**src/rtl/fws_pkg.sv**
```systemverilog
package fws_pkg;

  typedef enum logic [1:0] {
    ST_IDLE   = 2'd0,
    ST_SETUP  = 2'd1,
    ST_ACCESS = 2'd2,
    ST_HOLD   = 2'd3
  } fws_state_e;

  // Largest of the four phase counts.
  function automatic int unsigned fws_max4(int unsigned a, int unsigned b,
                                           int unsigned c, int unsigned d);
    int unsigned m;
    m = a;
    if (b > m) m = b;
    if (c > m) m = c;
    if (d > m) m = d;
    return m;
  endfunction

  // Counter width able to hold the largest count, never below one bit.
  function automatic int unsigned fws_cnt_bits(int unsigned max_cnt);
    return (max_cnt < 1) ? 1 : $clog2(max_cnt + 1);
  endfunction

  // A phase of n cycles loads n-1 into the down-counter.
  function automatic int unsigned fws_phase_load(int unsigned n);
    return (n == 0) ? 0 : n - 1;
  endfunction

  // Host-visible stall of a request presented while idle.
  function automatic int unsigned fws_stall_cycles(int unsigned setup_n,
                                                   int unsigned wait_n);
    return 1 + setup_n + wait_n;
  endfunction

endpackage

```
**src/rtl/fws_capture.sv**
```systemverilog
module fws_capture #(
  parameter int unsigned ADDR_W = 16,
  parameter int unsigned DATA_W = 32,
  localparam int unsigned BE_W  = DATA_W / 8
) (
  input  logic              clk,
  input  logic              rst,
  input  logic              capture,
  input  logic              req_rd,
  input  logic [ADDR_W-1:0] h_addr,
  input  logic [BE_W-1:0]   h_be,
  input  logic [DATA_W-1:0] h_wdata,
  output logic              op_rd_q,
  output logic [ADDR_W-1:0] addr_q,
  output logic [BE_W-1:0]   be_q,
  output logic [DATA_W-1:0] wdata_q
);

  // The request fields are taken once, at capture, and held through
  // setup, access and hold.
  always_ff @(posedge clk) begin
    if (rst) begin
      op_rd_q <= 1'b0;
      addr_q  <= '0;
      be_q    <= '0;
      wdata_q <= '0;
    end else if (capture) begin
      op_rd_q <= req_rd;
      addr_q  <= h_addr;
      be_q    <= h_be;
      wdata_q <= h_wdata;
    end
  end

endmodule

```
**src/rtl/fws_seq.sv**
```systemverilog
module fws_seq
  import fws_pkg::*;
#(
  parameter int unsigned SETUP_CYC   = 0,
  parameter int unsigned RD_WAIT_CYC = 0,
  parameter int unsigned WR_WAIT_CYC = 0,
  parameter int unsigned HOLD_CYC    = 0,
  parameter int unsigned CNT_W       = 1
) (
  input  logic       clk,
  input  logic       rst,
  input  logic       req,
  input  logic       req_rd,
  input  logic       op_rd_q,
  output fws_state_e state_q,
  output fws_state_e state_d,
  output logic       capture,
  output logic       nxt_rd,
  output logic       xfer_done,
  output logic       in_hold,
  output logic       waitreq
);

  localparam logic [CNT_W-1:0] SETUP_LOAD = CNT_W'(fws_phase_load(SETUP_CYC));
  localparam logic [CNT_W-1:0] HOLD_LOAD  = CNT_W'(fws_phase_load(HOLD_CYC));
  localparam logic [CNT_W-1:0] RD_LOAD    = CNT_W'(RD_WAIT_CYC);
  localparam logic [CNT_W-1:0] WR_LOAD    = CNT_W'(WR_WAIT_CYC);
  localparam bit HAS_SETUP = (SETUP_CYC != 0);
  localparam bit HAS_HOLD  = (HOLD_CYC != 0);

  logic [CNT_W-1:0] cnt_q, cnt_d;
  logic [CNT_W-1:0] access_load;
  logic             cnt_last;

  assign capture     = (state_q == ST_IDLE) && req;
  assign nxt_rd      = capture ? req_rd : op_rd_q;
  assign access_load = nxt_rd ? RD_LOAD : WR_LOAD;
  assign cnt_last    = (cnt_q == '0);
  assign xfer_done   = (state_q == ST_ACCESS) && cnt_last;
  assign in_hold     = (state_q == ST_HOLD);
  assign waitreq     = capture || ((state_q != ST_IDLE) && !xfer_done);

  always_comb begin
    state_d = state_q;
    cnt_d   = cnt_q;
    unique case (state_q)
      ST_IDLE: begin
        if (req) begin
          if (HAS_SETUP) begin
            state_d = ST_SETUP;
            cnt_d   = SETUP_LOAD;
          end else begin
            state_d = ST_ACCESS;
            cnt_d   = access_load;
          end
        end
      end
      ST_SETUP: begin
        if (cnt_last) begin
          state_d = ST_ACCESS;
          cnt_d   = access_load;
        end else begin
          cnt_d = cnt_q - 1'b1;
        end
      end
      ST_ACCESS: begin
        if (cnt_last) begin
          if (HAS_HOLD) begin
            state_d = ST_HOLD;
            cnt_d   = HOLD_LOAD;
          end else begin
            state_d = ST_IDLE;
            cnt_d   = '0;
          end
        end else begin
          cnt_d = cnt_q - 1'b1;
        end
      end
      ST_HOLD: begin
        if (cnt_last) begin
          state_d = ST_IDLE;
          cnt_d   = '0;
        end else begin
          cnt_d = cnt_q - 1'b1;
        end
      end
      default: begin
        state_d = ST_IDLE;
        cnt_d   = '0;
      end
    endcase
  end

  always_ff @(posedge clk) begin
    if (rst) begin
      state_q <= ST_IDLE;
      cnt_q   <= '0;
    end else begin
      state_q <= state_d;
      cnt_q   <= cnt_d;
    end
  end

endmodule

```
**src/rtl/fws_strobe.sv**
```systemverilog
module fws_strobe
  import fws_pkg::*;
(
  input  logic       clk,
  input  logic       rst,
  input  fws_state_e state_d,
  input  logic       nxt_rd,
  output logic       t_cs,
  output logic       t_rd,
  output logic       t_wr
);

  // Strobes are decoded from the next state and registered, so the
  // target sees clean flop outputs aligned with the state register.
  always_ff @(posedge clk) begin
    if (rst) begin
      t_cs <= 1'b0;
      t_rd <= 1'b0;
      t_wr <= 1'b0;
    end else begin
      t_cs <= (state_d != ST_IDLE);
      t_rd <= (state_d == ST_ACCESS) && nxt_rd;
      t_wr <= (state_d == ST_ACCESS) && !nxt_rd;
    end
  end

endmodule

```
**src/rtl/fws_rdret.sv**
```systemverilog
module fws_rdret #(
  parameter int unsigned DATA_W = 32
) (
  input  logic              clk,
  input  logic              rst,
  input  logic              rd_done,
  input  logic [DATA_W-1:0] t_rdata,
  output logic [DATA_W-1:0] h_rdata,
  output logic              h_rdvalid
);

  always_ff @(posedge clk) begin
    if (rst) begin
      h_rdata   <= '0;
      h_rdvalid <= 1'b0;
    end else begin
      h_rdvalid <= rd_done;
      if (rd_done) h_rdata <= t_rdata;
    end
  end

endmodule

```
**src/rtl/fws_adapter.sv**
```systemverilog
module fws_adapter
  import fws_pkg::*;
#(
  parameter int unsigned ADDR_W      = 16,
  parameter int unsigned DATA_W      = 32,
  parameter int unsigned SETUP_CYC   = 0,
  parameter int unsigned RD_WAIT_CYC = 0,
  parameter int unsigned WR_WAIT_CYC = 0,
  parameter int unsigned HOLD_CYC    = 0,
  localparam int unsigned BE_W       = DATA_W / 8
) (
  input  logic              clk,
  input  logic              rst,
  input  logic [ADDR_W-1:0] h_addr,
  input  logic [BE_W-1:0]   h_be,
  input  logic [DATA_W-1:0] h_wdata,
  input  logic              h_rd,
  input  logic              h_wr,
  output logic              h_waitreq,
  output logic [DATA_W-1:0] h_rdata,
  output logic              h_rdvalid,
  output logic              t_cs,
  output logic [ADDR_W-1:0] t_addr,
  output logic [BE_W-1:0]   t_be,
  output logic [DATA_W-1:0] t_wdata,
  output logic              t_rd,
  output logic              t_wr,
  input  logic [DATA_W-1:0] t_rdata
);

  localparam int unsigned MAX_CNT =
    fws_max4(SETUP_CYC, RD_WAIT_CYC, WR_WAIT_CYC, HOLD_CYC);
  localparam int unsigned CNT_W = fws_cnt_bits(MAX_CNT);

  fws_state_e state_q, state_d;
  logic       req;
  logic       capture;
  logic       nxt_rd;
  logic       op_rd_q;
  logic       xfer_done;
  logic       in_hold;
  logic       rd_done;

  // A read wins when both requests are raised together.
  assign req     = h_rd || h_wr;
  assign rd_done = xfer_done && op_rd_q;

  fws_seq #(
    .SETUP_CYC   (SETUP_CYC),
    .RD_WAIT_CYC (RD_WAIT_CYC),
    .WR_WAIT_CYC (WR_WAIT_CYC),
    .HOLD_CYC    (HOLD_CYC),
    .CNT_W       (CNT_W)
  ) u_seq (
    .clk       (clk),
    .rst       (rst),
    .req       (req),
    .req_rd    (h_rd),
    .op_rd_q   (op_rd_q),
    .state_q   (state_q),
    .state_d   (state_d),
    .capture   (capture),
    .nxt_rd    (nxt_rd),
    .xfer_done (xfer_done),
    .in_hold   (in_hold),
    .waitreq   (h_waitreq)
  );

  fws_capture #(
    .ADDR_W (ADDR_W),
    .DATA_W (DATA_W)
  ) u_capture (
    .clk     (clk),
    .rst     (rst),
    .capture (capture),
    .req_rd  (h_rd),
    .h_addr  (h_addr),
    .h_be    (h_be),
    .h_wdata (h_wdata),
    .op_rd_q (op_rd_q),
    .addr_q  (t_addr),
    .be_q    (t_be),
    .wdata_q (t_wdata)
  );

  fws_strobe u_strobe (
    .clk     (clk),
    .rst     (rst),
    .state_d (state_d),
    .nxt_rd  (nxt_rd),
    .t_cs    (t_cs),
    .t_rd    (t_rd),
    .t_wr    (t_wr)
  );

  fws_rdret #(
    .DATA_W (DATA_W)
  ) u_rdret (
    .clk       (clk),
    .rst       (rst),
    .rd_done   (rd_done),
    .t_rdata   (t_rdata),
    .h_rdata   (h_rdata),
    .h_rdvalid (h_rdvalid)
  );

endmodule

```
**config.mk**
```make
export PLATFORM = sky130hd
export DESIGN_NAME = fws_adapter
export DESIGN_NICKNAME = d
export VERILOG_FILES = /design/src/rtl/fws_pkg.sv /design/src/rtl/fws_capture.sv /design/src/rtl/fws_seq.sv /design/src/rtl/fws_strobe.sv /design/src/rtl/fws_rdret.sv /design/src/rtl/fws_adapter.sv
export SDC_FILE = /design/constraint.sdc
export NUM_CORES = 1
export LEC_CHECK = 0
export BUFFER_PORTS_ARGS = -buffer_cell sky130_fd_sc_hd__buf_4
export CORE_MARGIN = 2
export CORE_UTILIZATION = 30
export DETAILED_ROUTE_END_ITERATION = 8
export GPL_TIMING_DRIVEN = 0
export PLACE_DENSITY_LB_ADDON = 0.1
export SLEW_MARGIN = 20
export SYNTH_ARGS = -nofsm -noshare
export SYNTH_HDL_FRONTEND = slang
export SYNTH_HIERARCHICAL = 1
export SYNTH_SLANG_ARGS = --single-unit
```
**constraint.sdc**
```tcl
create_clock -name clk -period 2.1 [get_ports clk]
set_clock_uncertainty 0.2 [all_clocks]
set_input_delay 0.105 -clock clk [delete_from_list [all_inputs] [get_ports clk]]
set_output_delay 0.105 -clock clk [all_outputs]
set_load 0.1 [all_outputs]
```
==> results_tabular.tex <==
\begin{tabular}{lr}
\hline
Metric & Value \\
\hline
\multicolumn{2}{l}{\textbf{Outcome}} \\
Status & finished, final reports clean \\
\multicolumn{2}{l}{\textbf{Timing}} \\
Maximum achievable frequency & 502 MHz \\
Post-layout min period & around 2.0 ns \\
Setup TNS & 0 ns \\
RSZ-0062 raised after global routing & no \\
Max-slew violation total from the final report & 0 \\
Final setup viols & 0 \\
Final Cycle Share & 0.948 \\
Fin. Hold Viols & 0 \\
Fin Hold WS & 0.0163 ns \\
\multicolumn{2}{l}{\textbf{Routing}} \\
Routed wire length & 9080 microns \\
Routed via count divided by cell count & 4.15 \\
Number of nets with antenna violations after routing & 0 \\
Iteration-0 DRC Markers & 79 \\
Drt pass-1 iters & 4 \\
Vias post-DR & between 2,000 and 3,000 \\
\# DRC & 0 \\
Post-DR wirelength/cell & approximately 13 microns \\
\multicolumn{2}{l}{\textbf{Layout}} \\
Share of final-layout standard cells stronger than drive strength 1 & 0.367 \\
Ant diodes & 0 \\
Final net count & 661 \\
Post-route standard cell area excluding fillers & slightly below 0.006 sq mm \\
Commonest non-fill, non-tap cell in the layout & sky130\_fd\_sc\_hd\_\_buf\_4 \\
Growth of design area from synthesis to finish & 77.8\% \\
Most frequent cells in the layout & sky130\_fd\_sc\_hd\_\_buf\_4 (177), sky130\_fd\_sc\_hd\_\_dfxtp\_1 (90), sky130\_fd\_sc\_hd\_\_dlygate4sd3\_1 (88) \\
\multicolumn{2}{l}{\textbf{Yosys}} \\
Syn Area/Cell & 11.2 sq um \\
Total number of yosys warnings & 6 \\
Syn Inst Count & 297 \\
Mapped cell area & roughly 0.0033 sq mm \\
\multicolumn{2}{l}{\textbf{Die}} \\
Area inside the core boundary & 0.0108 sq mm \\
Top-Level Pins & around 180 \\
Floorplan die height & 109 microns \\
Die Outline Area & approximately 0.012 sq mm \\
\# rows & 38 \\
Effective utilization at floorplan & 0.307 \\
Die span in x & around 110 microns \\
\multicolumn{2}{l}{\textbf{Pwr}} \\
Static leakage power & 2.64 nW \\
Power density of the placed cells & 705 mW/mm\^{}2 \\
IR drop worst, VDD & 359 uV \\
\multicolumn{2}{l}{\textbf{Setup path}} \\
Kind of start point of the critical path & flop \\
Required time of the critical path & 2.19 ns \\
Start of the worst register-to-register path & u\_seq/state\_q[1] \\
Worst reg-to-reg path cell count & 4 \\
Cells traversed along the worst timing path & nor3b\_2 -> mux2\_4 -> nor4b\_2 -> dlygate4sd3\_1 \\
Reg-to-reg critical path endpoint & u\_strobe/t\_wr \\
Crit-path max FO & 4 \\
Crit path kind & flop to flop \\
Worst Setup End Kind & flop \\
Largest stage delay on the critical path & 0.56 ns \\
Worst-path cell with the longest stage delay & sky130\_fd\_sc\_hd\_\_dlygate4sd3\_1 \\
Setup slack on the worst flop-to-flop path & 0.11 ns \\
Data arrival time of the critical path & 2.08 ns \\
\multicolumn{2}{l}{\textbf{Place}} \\
Final GP Congestion & between 0.6 and 0.7 \\
Total placed instance area & 0.00482 sq mm \\
HPWL after detailed placement & 5980 microns \\
Number of buffer cells added on primary ports & roughly 180 \\
\multicolumn{2}{l}{\textbf{GRT}} \\
Combined global-route utilization of all metal layers & 0.149 \\
Via count of the first global-routing pass & 3,001 \\
Initial antenna violation count & 0 \\
Wire length of the first global-routing pass & around 14,000 microns \\
Remaining global-route overflow & 0 \\
Pin count of the biggest net entering global routing & 14 \\
\multicolumn{2}{l}{\textbf{Clocking}} \\
Number of buffers between clock root and the deepest sink & 2 \\
CTS sink cnt & slightly above 90 \\
Num CTS Buffers & 9 \\
Clock Latency Late Sink & 0.35 ns \\
Cell at the root of the clock tree & sky130\_fd\_sc\_hd\_\_clkbuf\_8 \\
\# H-tree levels & 3 \\
Clock-pin slew reported for the worst setup and hold paths after clock tree synthesis & 0.08 ns \\
TritonCTS clock tree & done \\
\multicolumn{2}{l}{\textbf{Worst hold path}} \\
Worst min-delay path category & primary input to flop \\
Hold-critical path depth & 3 \\
End point of the worst hold path & u\_strobe/t\_rd \\
Startpoint of the worst hold path & h\_rd \\
\multicolumn{2}{l}{\textbf{Flow run}} \\
Maximum Capacitance Violations & 0 \\
\hline
\end{tabular}
## worst max-delay path: cells and delay by family, from the launching register on
kind,cells,cell delay (ns)
buffers and inverters,1,0.56
AND/OR/NAND/NOR,2,0.49
flip-flops,1,0.35
multiplexers,1,0.34
## flip-flops by register name, summed over array words and instances, names as in the netlist
register and count:
u_strobe/t_cs 1, u_seq/state_q 2, u_capture/addr_q 16, u_rdret/h_rdvalid 1, u_strobe/t_rd 1, u_capture/be_q 4
u_rdret/h_rdata 32, u_strobe/t_wr 1, u_capture/op_rd_q 1, u_capture/wdata_q 32
## metal layers
metal | track usage | part of all wire
met1 | 0.175 | 0.42
met2 | 0.251 | 0.49
met3 | 0.0502 | 0.074
met4 | 0.0568 | 0.013
met5 | 0 | 0
## stage by stage
stage               instances  power (mW)  worst slack [ns]  utilization
finish                    717        4.15             0.109        0.546
global route              717        4.34           0.00329        0.546
CTS                       717        4.20            0.0663        0.546
detailed placement        614        2.87             0.526        0.446
global placement          614        2.86             0.546        0.446
floorplan                 298        2.59             0.625            -
## layout make-up
cell class              instances  area (sq um)
plain buffers                  21           208
clock buffers                  13           159
clock inverters                 2          35.0
fillers                       961          4900
inverters                       1          3.75
multi-input cells             185          1290
flip-flops and latches         91          1820
well taps                     140           175
repair buffers                264          2200
## repair_timing
item / in CTS / in global routing
gates resized for setup: 0 / 3
setup endpoints to repair: 0 / 1
hold buffers: 88 / 0
setup buffers: 0 / 0
endpoints found under the hold margin: 89 / 0
## worst max-delay path by stage
| stage | to | slack [ns] | start | cells past startpoint |
|---|---|---|---|---|
| 3_3_place_gp | u_capture/wdata_q[12] | 0.55 | u_seq/state_q[0] | 5 |
| 2_1_floorplan | u_rdret/h_rdata[3] | 0.62 | u_rdret/h_rdata[3] | 2 |
| 3_5_place_dp | u_rdret/h_rdata[3] | 0.53 | u_seq/state_q[1] | 7 |
| 6_report | u_strobe/t_wr | 0.11 | u_seq/state_q[1] | 4 |
| 4_1_cts | u_strobe/t_wr | 0.07 | u_seq/state_q[0] | 4 |
| 5_1_grt | u_strobe/t_wr | 0.003 | u_seq/state_q[1] | 4 |
## power by group
group          total, mW  switching, mW  internal (mW)
clock network       1.19          0.580          0.609
registers           1.84         0.0393           1.80
logic               1.13          0.714          0.414
total               4.15           1.33           2.82
Note: power is estimated with default switching activity, not from simulation.
